$ cat config.mk
export PLATFORM = sky130hd
export DESIGN_NAME = io_cycle_seq
export DESIGN_NICKNAME = d
export VERILOG_FILES = /design/src/rtl/io_seq_pkg.sv /design/src/rtl/io_seq_grp_dec.sv /design/src/rtl/io_seq_cfg.sv /design/src/rtl/io_seq_fsm.sv /design/src/rtl/io_cycle_seq.sv
export SDC_FILE = /design/constraint.sdc
export NUM_CORES = 1
export LEC_CHECK = 0
export BUFFER_PORTS_ARGS = -buffer_cell sky130_fd_sc_hd__clkbuf_2
export CAP_MARGIN = 20
export CORE_MARGIN = 3
export CORE_UTILIZATION = 45
export DETAILED_ROUTE_END_ITERATION = 8
export PLACE_DENSITY = 0.72
export SLEW_MARGIN = 15
export SYNTH_ARGS = -nofsm -noshare
export SYNTH_HDL_FRONTEND = slang
export SYNTH_SLANG_ARGS = --single-unit
$ cat constraint.sdc
create_clock -name clk -period 1.66 [get_ports clk]
set_input_delay 0.332 -clock clk [delete_from_list [all_inputs] [get_ports clk]]
set_output_delay 0.332 -clock clk [all_outputs]
set_load 0.02 [all_outputs]
$ cat src/rtl/io_seq_pkg.sv
package io_seq_pkg;
  typedef enum logic [1:0] {
    CYC_A = 2'd0,
    CYC_B = 2'd1,
    CYC_C = 2'd2,
    CYC_D = 2'd3
  } cyc_type_e;

  typedef enum logic [1:0] {
    ST_IDLE = 2'd0,
    ST_RUN  = 2'd1,
    ST_HOLD = 2'd2,
    ST_DONE = 2'd3
  } seq_state_e;

  localparam int unsigned CNT_W   = 3;
  localparam int unsigned MIN_LEN = 3;

  function automatic logic [CNT_W-1:0] cyc_len(input cyc_type_e t);
    return CNT_W'(MIN_LEN) + CNT_W'(t);
  endfunction
endpackage

$ cat src/rtl/io_seq_grp_dec.sv
module io_seq_grp_dec #(
  parameter int unsigned ADDR_W  = 16,
  parameter int unsigned NUM_GRP = 3,
  localparam int unsigned GRP_W  = $clog2(NUM_GRP)
) (
  input  logic [ADDR_W-1:0] addr_i,
  output logic [GRP_W-1:0]  grp_o
);
  logic [GRP_W-1:0] sel;
  logic             unused_low;

  assign sel        = addr_i[ADDR_W-1 -: GRP_W];
  assign unused_low = ^addr_i[ADDR_W-GRP_W-1:0];

  // All codes at or above the last group fold into the extended group
  always_comb begin
    if (sel >= GRP_W'(NUM_GRP-1)) grp_o = GRP_W'(NUM_GRP-1);
    else                          grp_o = sel;
  end
endmodule

$ cat src/rtl/io_seq_cfg.sv
module io_seq_cfg
  import io_seq_pkg::*;
#(
  parameter int unsigned NUM_GRP = 3,
  localparam int unsigned GRP_W  = $clog2(NUM_GRP),
  localparam int unsigned CFG_W  = 2*NUM_GRP,
  localparam int unsigned SLOTS  = 2**GRP_W
) (
  input  logic             clk,
  input  logic             rst_n,
  input  logic             we_i,
  input  logic [CFG_W-1:0] wdata_i,
  input  logic [GRP_W-1:0] grp_i,
  output cyc_type_e        typ_o
);
  logic [CFG_W-1:0] cfg_q, cfg_d;
  cyc_type_e        typ_eff [SLOTS];

  always_comb begin
    cfg_d = cfg_q;
    if (we_i) cfg_d = wdata_i;
  end

  always_ff @(posedge clk or negedge rst_n) begin
    if (!rst_n)    cfg_q <= '1;
    else if (we_i) cfg_q <= cfg_d;
  end

  for (genvar g = 0; g < SLOTS; g++) begin : g_slot
    if (g < NUM_GRP-1) begin : g_full
      assign typ_eff[g] = cyc_type_e'(cfg_q[2*g +: 2]);
    end else if (g == NUM_GRP-1) begin : g_ext
      // extended region: only the two slow types
      assign typ_eff[g] = cyc_type_e'({1'b1, cfg_q[2*g]});
    end else begin : g_pad
      assign typ_eff[g] = CYC_D;
    end
  end

  assign typ_o = typ_eff[grp_i];


  ext_slow_chk: assert property (@(posedge clk) disable iff (!rst_n)
    (grp_i == GRP_W'(NUM_GRP-1)) |-> (typ_o == CYC_C || typ_o == CYC_D));
endmodule

$ cat src/rtl/io_seq_fsm.sv
module io_seq_fsm
  import io_seq_pkg::*;
(
  input  logic      clk,
  input  logic      rst_n,
  input  logic      req_i,
  input  logic      write_i,
  input  cyc_type_e typ_i,
  input  logic      ready_i,
  output logic      ack_o,
  output logic      cs_n_o,
  output logic      rd_n_o,
  output logic      wr_n_o
);
  seq_state_e       st_q, st_d;
  logic [CNT_W-1:0] cnt_q, cnt_d;
  logic [CNT_W-1:0] last_q;
  logic             dir_q;
  logic             load;
  logic             strobe;

  assign load = (st_q == ST_IDLE) && req_i;

  always_comb begin
    st_d  = st_q;
    cnt_d = cnt_q;
    unique case (st_q)
      ST_IDLE: if (req_i) begin
        st_d  = ST_RUN;
        cnt_d = CNT_W'(1);
      end
      ST_RUN: begin
        if (cnt_q == last_q)                            st_d = ST_DONE;
        else if (cnt_q == last_q - CNT_W'(1) && !ready_i) st_d = ST_HOLD;
        else                                            cnt_d = cnt_q + CNT_W'(1);
      end
      ST_HOLD: if (ready_i) begin
        st_d  = ST_RUN;
        cnt_d = last_q;
      end
      ST_DONE: st_d = ST_IDLE;
      default: st_d = ST_IDLE;
    endcase
  end

  always_ff @(posedge clk or negedge rst_n) begin
    if (!rst_n) begin
      st_q  <= ST_IDLE;
      cnt_q <= '0;
    end else begin
      st_q  <= st_d;
      cnt_q <= cnt_d;
    end
  end

  always_ff @(posedge clk or negedge rst_n) begin
    if (!rst_n) begin
      last_q <= CNT_W'(MIN_LEN);
      dir_q  <= 1'b0;
    end else if (load) begin
      last_q <= cyc_len(typ_i);
      dir_q  <= write_i;
    end
  end

  assign strobe = (st_q == ST_HOLD) || (st_q == ST_RUN && cnt_q >= CNT_W'(2));
  assign cs_n_o = !(st_q == ST_RUN || st_q == ST_HOLD);
  assign rd_n_o = !(strobe && !dir_q);
  assign wr_n_o = !(strobe && dir_q);
  assign ack_o  = (st_q == ST_DONE);


  strobe_in_cs_chk: assert property (@(posedge clk) disable iff (!rst_n)
    cs_n_o |-> (rd_n_o && wr_n_o));

  one_strobe_chk: assert property (@(posedge clk) disable iff (!rst_n)
    !(!rd_n_o && !wr_n_o));

  ack_pulse_chk: assert property (@(posedge clk) disable iff (!rst_n)
    ack_o |=> !ack_o);

  ack_after_cs_chk: assert property (@(posedge clk) disable iff (!rst_n)
    $rose(ack_o) |-> $past(!cs_n_o));

  start_idle_chk: assert property (@(posedge clk) disable iff (!rst_n)
    (cs_n_o && !ack_o && !req_i) |=> cs_n_o);

  hold_chk: assert property (@(posedge clk) disable iff (!rst_n)
    (!cs_n_o && !rd_n_o && !ready_i && cnt_q == last_q - CNT_W'(1)) |=> (!cs_n_o && !rd_n_o));

  len_stable_chk: assert property (@(posedge clk) disable iff (!rst_n)
    (!cs_n_o && $past(!cs_n_o)) |-> $stable(last_q));
endmodule

$ cat src/rtl/io_cycle_seq.sv
module io_cycle_seq
  import io_seq_pkg::*;
#(
  parameter int unsigned ADDR_W  = 16,
  parameter int unsigned NUM_GRP = 3,
  localparam int unsigned GRP_W  = $clog2(NUM_GRP),
  localparam int unsigned CFG_W  = 2*NUM_GRP
) (
  input  logic              clk,
  input  logic              rst_n,
  input  logic              req_valid,
  input  logic [ADDR_W-1:0] req_addr,
  input  logic              req_write,
  output logic              ack,
  input  logic              cfg_we,
  input  logic [CFG_W-1:0]  cfg_wdata,
  input  logic              ready,
  output logic              cs_n,
  output logic              rd_n,
  output logic              wr_n
);
  logic [1:0]       rst_sync_q;
  logic             rst_int_n;
  logic [GRP_W-1:0] grp;
  cyc_type_e        typ;

  // assert asynchronously, release on the clock
  always_ff @(posedge clk or negedge rst_n) begin
    if (!rst_n) rst_sync_q <= 2'b00;
    else        rst_sync_q <= {rst_sync_q[0], 1'b1};
  end
  assign rst_int_n = rst_sync_q[1];

  io_seq_grp_dec #(.ADDR_W(ADDR_W), .NUM_GRP(NUM_GRP)) u_dec (
    .addr_i (req_addr),
    .grp_o  (grp)
  );

  io_seq_cfg #(.NUM_GRP(NUM_GRP)) u_cfg (
    .clk     (clk),
    .rst_n   (rst_int_n),
    .we_i    (cfg_we),
    .wdata_i (cfg_wdata),
    .grp_i   (grp),
    .typ_o   (typ)
  );

  io_seq_fsm u_fsm (
    .clk     (clk),
    .rst_n   (rst_int_n),
    .req_i   (req_valid),
    .write_i (req_write),
    .typ_i   (typ),
    .ready_i (ready),
    .ack_o   (ack),
    .cs_n_o  (cs_n),
    .rd_n_o  (rd_n),
    .wr_n_o  (wr_n)
  );
endmodule

# Word level (Yosys, flattened, before mapping)
# Index checks and enable logic that the tools add are counted.
[totals]
register_bits = 16
elab_cells = 53
output_inout_bits = 4
inputBits = 28
[op_classes]
eq_ne = 10
n_lt_le_gt_ge = 3
n_reduce_logical = 16
muxes = 14
addsub = 3
bitwise_logic = 1
[op_table]
columns = ["cell", "n"]
rows = [
  ["2-bit two-way mux", 7],
  ["3-bit two-way mux", 4],
  ["3-bit one-hot mux with 3 select lines", 1],
  ["2-bit != test (second input constant)", 4],
  ["2-bit one-hot mux with 4 select lines", 1],
  ["3-bit equality test", 2],
  ["1-bit logical AND", 5],
  ["1-bit zero test", 5],
  ["5-bit AND reduction", 1],
  ["2-bit binary-select mux with 2-bit select", 1],
  ["2-bit equality test (second input constant)", 2],
  ["2-bit by 2-bit adder with 3-bit output (first input constant)", 1],
  ["3-bit by 1-bit adder with 3-bit output (second input constant)", 1],
  ["3-bit by 2-bit greater-or-equal comparator with 1-bit output (second input constant)", 1],
  ["3-bit greater-or-equal comparator (second input constant)", 1],
  ["3-bit by 1-bit != test with 1-bit output (second input constant)", 1],
  ["2-bit NOT with 3-bit output", 1],
  ["3-bit AND reduction", 1],
  ["3-bit nonzero test", 1],
  ["3-bit by 1-bit subtractor with 3-bit output (second input constant)", 1],
  ["2-bit by 1-bit equality test with 1-bit output (second input constant)", 1],
  ["2-bit greater-or-equal comparator (second input constant)", 1],
  ["2-bit zero test", 1],
  ["1-bit logical OR", 2],
]

# Depth between registers and ports, before layout
[depth]
word_depth = 7
depth_mapped = 6
ltp_nobuf = 6

# Modules after synthesis
# A second synthesis with hierarchy kept.
[unflattened]
cells_unflattened = 90
hier_area_um2 = 996.0
[by_module_without_submodules]
columns = ["mod", "cells_per_inst", "seq_area_each_um2", "n_inst", "area_each_um2"]
rows = [
  ["io_seq_fsm", 70, 227.7, 1, 705.7],
  ["io_seq_cfg", 15, 131.4, 1, 226.5],
  ["io_cycle_seq", 3, 50.0, 1, 53.8],
  ["io_seq_grp_dec", 2, 0.0, 1, 10.0],
]

# Worst setup path after synthesis
# OpenSTA, ideal clock, no wires.
[synth_timing]
kind = "register -> register"
start = "reg u_fsm.last_q[0]"
end = "reg u_fsm.st_q[1]"
t_arrival_ns = 1.941
t_required_ns = 1.535
period_less_slack_ns = 2.066
path_slack_ns = -0.406
path_stages_with_launch = 7
path_buffers = 0
setup_time_ns = 0.125
path_cell_list = "dfstp_2 > inv_1 > ha_1 > xor3_1 > or4_4 > a21oi_2 > mux2_2"
[synth_via]
elab_chain_cells = 5
elab_cells_between_ends = 8
cone_classes = "add/sub: 1; eq/ne: 3; mux: 2; reduce/logical: 2"
[synth_rtl]
columns = ["item", "line", "rtl"]
rows = [
  ["start: declaration", "io_seq_fsm.sv:17", "logic [CNT_W-1:0] last_q;"],
  ["start signal: assignment", "io_seq_fsm.sv:58", "last_q <= CNT_W'(MIN_LEN);"],
  ["start signal: assignment", "io_seq_fsm.sv:61", "last_q <= cyc_len(typ_i);"],
  ["3-bit by 1-bit subtractor with 3-bit output", "io_seq_fsm.sv:34", "else if (cnt_q == last_q - CNT_W'(1) && !ready_i) st_d = ST_HOLD;"],
  ["3-bit equality test", "io_seq_fsm.sv:34", ""],
  ["1-bit logical AND", "io_seq_fsm.sv:34", ""],
  ["3-bit by 1-bit != test with 1-bit output (no line)", "--", ""],
  ["3-bit AND reduction (no line)", "--", ""],
  ["end signal: assignment", "io_seq_fsm.sv:51", "st_q <= st_d;"],
  ["end: declaration", "io_seq_fsm.sv:15", "seq_state_e st_q, st_d;"],
]
# Several ways; a longest one is shown, not always the timed one.
# A chain may end at the register's enable or synchronous reset.

# Worst setup path after layout
# Same ends and word-level chain as after synthesis.

==> results.cfg <==
[hold_path]
hold_path_class = reg -> async

[sta]
finalSetupViolations = 7
setup_slack_ns = -0.409
final.period_utilization = 1.25
rsz0062_at_grt = true
hold_viol = 0
worst_pin_slew_ns = 0.566
max-slew-margin-rel = 0.622
fin_worst_skew_ns = 0.00767
report.final.slew_viol_count = 0
min_period_ns = 2.07
fmax_mhz = 483

[clock_network]
path_clk_slew_ns = 0.10
cts_buffer_depth = 2
cts_made_buffers = 3
tritoncts = built
cts_root_buf = clkbuf_4
htreeDepth = 1
insertion_delay_ns = 0.28
cts.sinks = 16

[placement]
io_buffers = 16
placedCellCount = 139
routabilityCongestion = 0.791
placed_area_um2 = 1150
pre_cts_slack_ns = -0.430
place_hpwl_mm = 1.48

[floorplanning]
initial_core_util = 0.483
pin_count = 32
die_area_um2 = 2740
coreArea_um2 = 2000
die_x_um = 52.4
num_rows = 16
dieHeight_um = 52.4

[cells_and_area]
nFillCells = 161
synthToLayoutAreaGrowth_pct = 41.0
layout.nets = 163
drive_gt1_frac = 0.600
multiInputGateArea_um2 = 589
fin_cells = 152
final_core_util = 0.681
seqCellArea_um2 = 409
diodes = 0
stdcell_area_um2 = 1360

[global_routing]
grt_max_degree = 15
grt_antenna_before_repair = 0
met2_usage = 0.283
use_met1 = 0.201
grt.total_usage = 0.165
busiest_layer = met2
grt_pass1_wl_mm = 3.33
grt_pass1_vias = 798
overflow = 0
grt.met3_usage = 0.0342

[setup_path]
crit_type = reg -> reg
startpoint = u_fsm.last_q[0]
start_kind = register
crit_fanout = 4
r2r_start = u_fsm.last_q[0]
cp.required_ns = 1.83
setup.worst_path.end_class = register
cp.arrival_ns = 2.24

[synthesis]
postSynthCellCount = 86
yosysWarnings = 0
synth_top_area_cell = dfrtp_1
synth_area_leaders = dfrtp_1 (23%), dfstp_2 (19%), ha_1 (12%), mux2_2 (9.3%), xnor2_1 (4.5%)
yosys.area.top_type_share = 0.233
ys_seq_area_frac = 0.423
ys_ff_latch = 16
synth_area_um2 = 967
synth_cell_types = 28
postSynthAreaPerCell_um2 = 11.2
synth_nets = 123

[detailed_routing]
drc = 0
firstDrtPassIters = 4
drt-total-wl_mm = 1.95
routedWlPerCell_um = 12.8
num_vias = 773
drtIter0Drc = 13
antenna_left = 0
avgViaCountPerCell = 5.09

[pwr]
p_leak_nw = 0.619
p_total_w = 0.00268
power_density_nw_per_um2 = 1970
peakVddDrop_mv = 1.14

[status]
violations = negative setup slack
status = finished, violations left

[run]
max_cap_viol_count = 0
-- where the power goes --
part / internal [W] / switching, W
clock network: 0.000133 / 0.000120
registers: 0.000536 / 0.0000959
logic: 0.000970 / 0.000827
total: 0.00164 / 0.00104
-- sequential cells by signal (all words and copies together), names as in the netlist --
name / count
u_fsm.cnt_q: 3
rst_sync_q: 2
u_fsm.last_q: 3
u_fsm.dir_q: 1
u_cfg.cfg_q: 5
u_fsm.st_q: 2
-- placed cells by master, fill, tap and decap left out, types with 2 or more instances in the layout --
| cell | count |
|---|---|
| clkbuf_4 | 3 |
| mux2_2 | 7 |
| xnor2_1 | 5 |
| clkbuf_2 | 13 |
| dfrtp_1 | 9 |
| buf_6 | 3 |
| ha_1 | 4 |
| nand4_1 | 2 |
| nor2_1 | 2 |
| mux2i_1 | 3 |
| o22ai_1 | 2 |
| ha_2 | 2 |
| o21ai_0 | 3 |
| inv_2 | 6 |
| buf_4 | 19 |
| inv_1 | 4 |
| ha_4 | 3 |
| nand2_1 | 5 |
| dfstp_2 | 7 |
-- cells in the mapped netlist (all sizes together) --
master	n
a21oi	3
a31oi	1
a21boi	1
a221oi	1
xnor2	5
o221a	1
o211ai	1
mux2i	3
dfstp	7
o22ai	3
nor2	3
nand2	5
o21ai	4
buf	1
nor2b	1
xor3	1
dfrtp	9
conb	1
ha	9
o2bb2ai	1
nand4	2
a211oi	1
o21bai	1
nor3	1
or4	1
inv	11
mux2	8
-- logic make-up (layout without fill, tap and decap cells) --
kind of cell / Yosys count / count (layout) / share of synthesized area
XOR/XNOR: 6 / 6 / 0.0699
other: 1 / 1 / 0.00388
AND/OR/NAND/NOR: 13 / 13 / 0.0673
multiplexers: 11 / 11 / 0.124
AO/OA/AOI/OAI: 18 / 18 / 0.141
flip-flops: 16 / 16 / 0.423
adder cells (fa/ha/maj): 9 / 9 / 0.116
buffers and inverters: 12 / 51 / 0.0543
-- per-layer routing --
| layer | share of wire | routed length [µm] | up-vias |
|---|---|---|---|
| li1 | - | - | 379 |
| met1 | 0.43 | 836 | 374 |
| met2 | 0.53 | 1030 | 18 |
| met3 | 0.038 | 73 | 2 |
| met4 | 0.0041 | 8 | 0 |
| met5 | 0 | 0 | - |
-- critical path: stages (launching register included) --
cell and delay [ns]:
dfstp_2 0.55, inv_2 0.05, ha_4 0.14, xor3_1 0.18
or4_4 0.57, a21oi_2 0.16, mux2_4 0.31
-- repair_timing --
action,4_1_cts,5_1_grt
setup buffers,7,1
gates resized for setup,17,13
hold endpoints to repair,2,0
setup endpoints to repair,8,8
hold buffers,1,0
pin swaps,4,4
-- path summary, 6_finish.rpt --
path                                       end  slack, ns  cells past startpoint
worst max register to register   u_fsm.st_q[1]      -0.41                      6
min in group clk                   u_fsm.dir_q       0.28                      2
worst min register to register     u_fsm.dir_q       0.24                      0
max in group asynchronous       u_cfg.cfg_q[1]       1.04                      0
worst max-delay path             u_fsm.st_q[1]      -0.41                      6
worst min-delay path               u_fsm.dir_q       0.24                      0
-- stage by stage --
| step | setup TNS (ns) | hold slack, ns |
|---|---|---|
| final | -1.94 | 0.239 |
| after global routing | -2.41 | 0.275 |
| after CTS | -1.97 | 0.262 |
| after detailed placement | -1.67 | 0.121 |
| after global placement | -1.45 | 0.117 |
| after floorplan | -1.36 | 0.0364 |
-- final cells by class --
cell class | count | area share
repair buffers | 36 | 0.184
clock buffers | 4 | 0.0266
flip-flops and latches | 16 | 0.300
inverters | 11 | 0.0321
well taps | 27 | 0.0248
multi-input cells | 58 | 0.432
(Power assumes the default switching activity.)
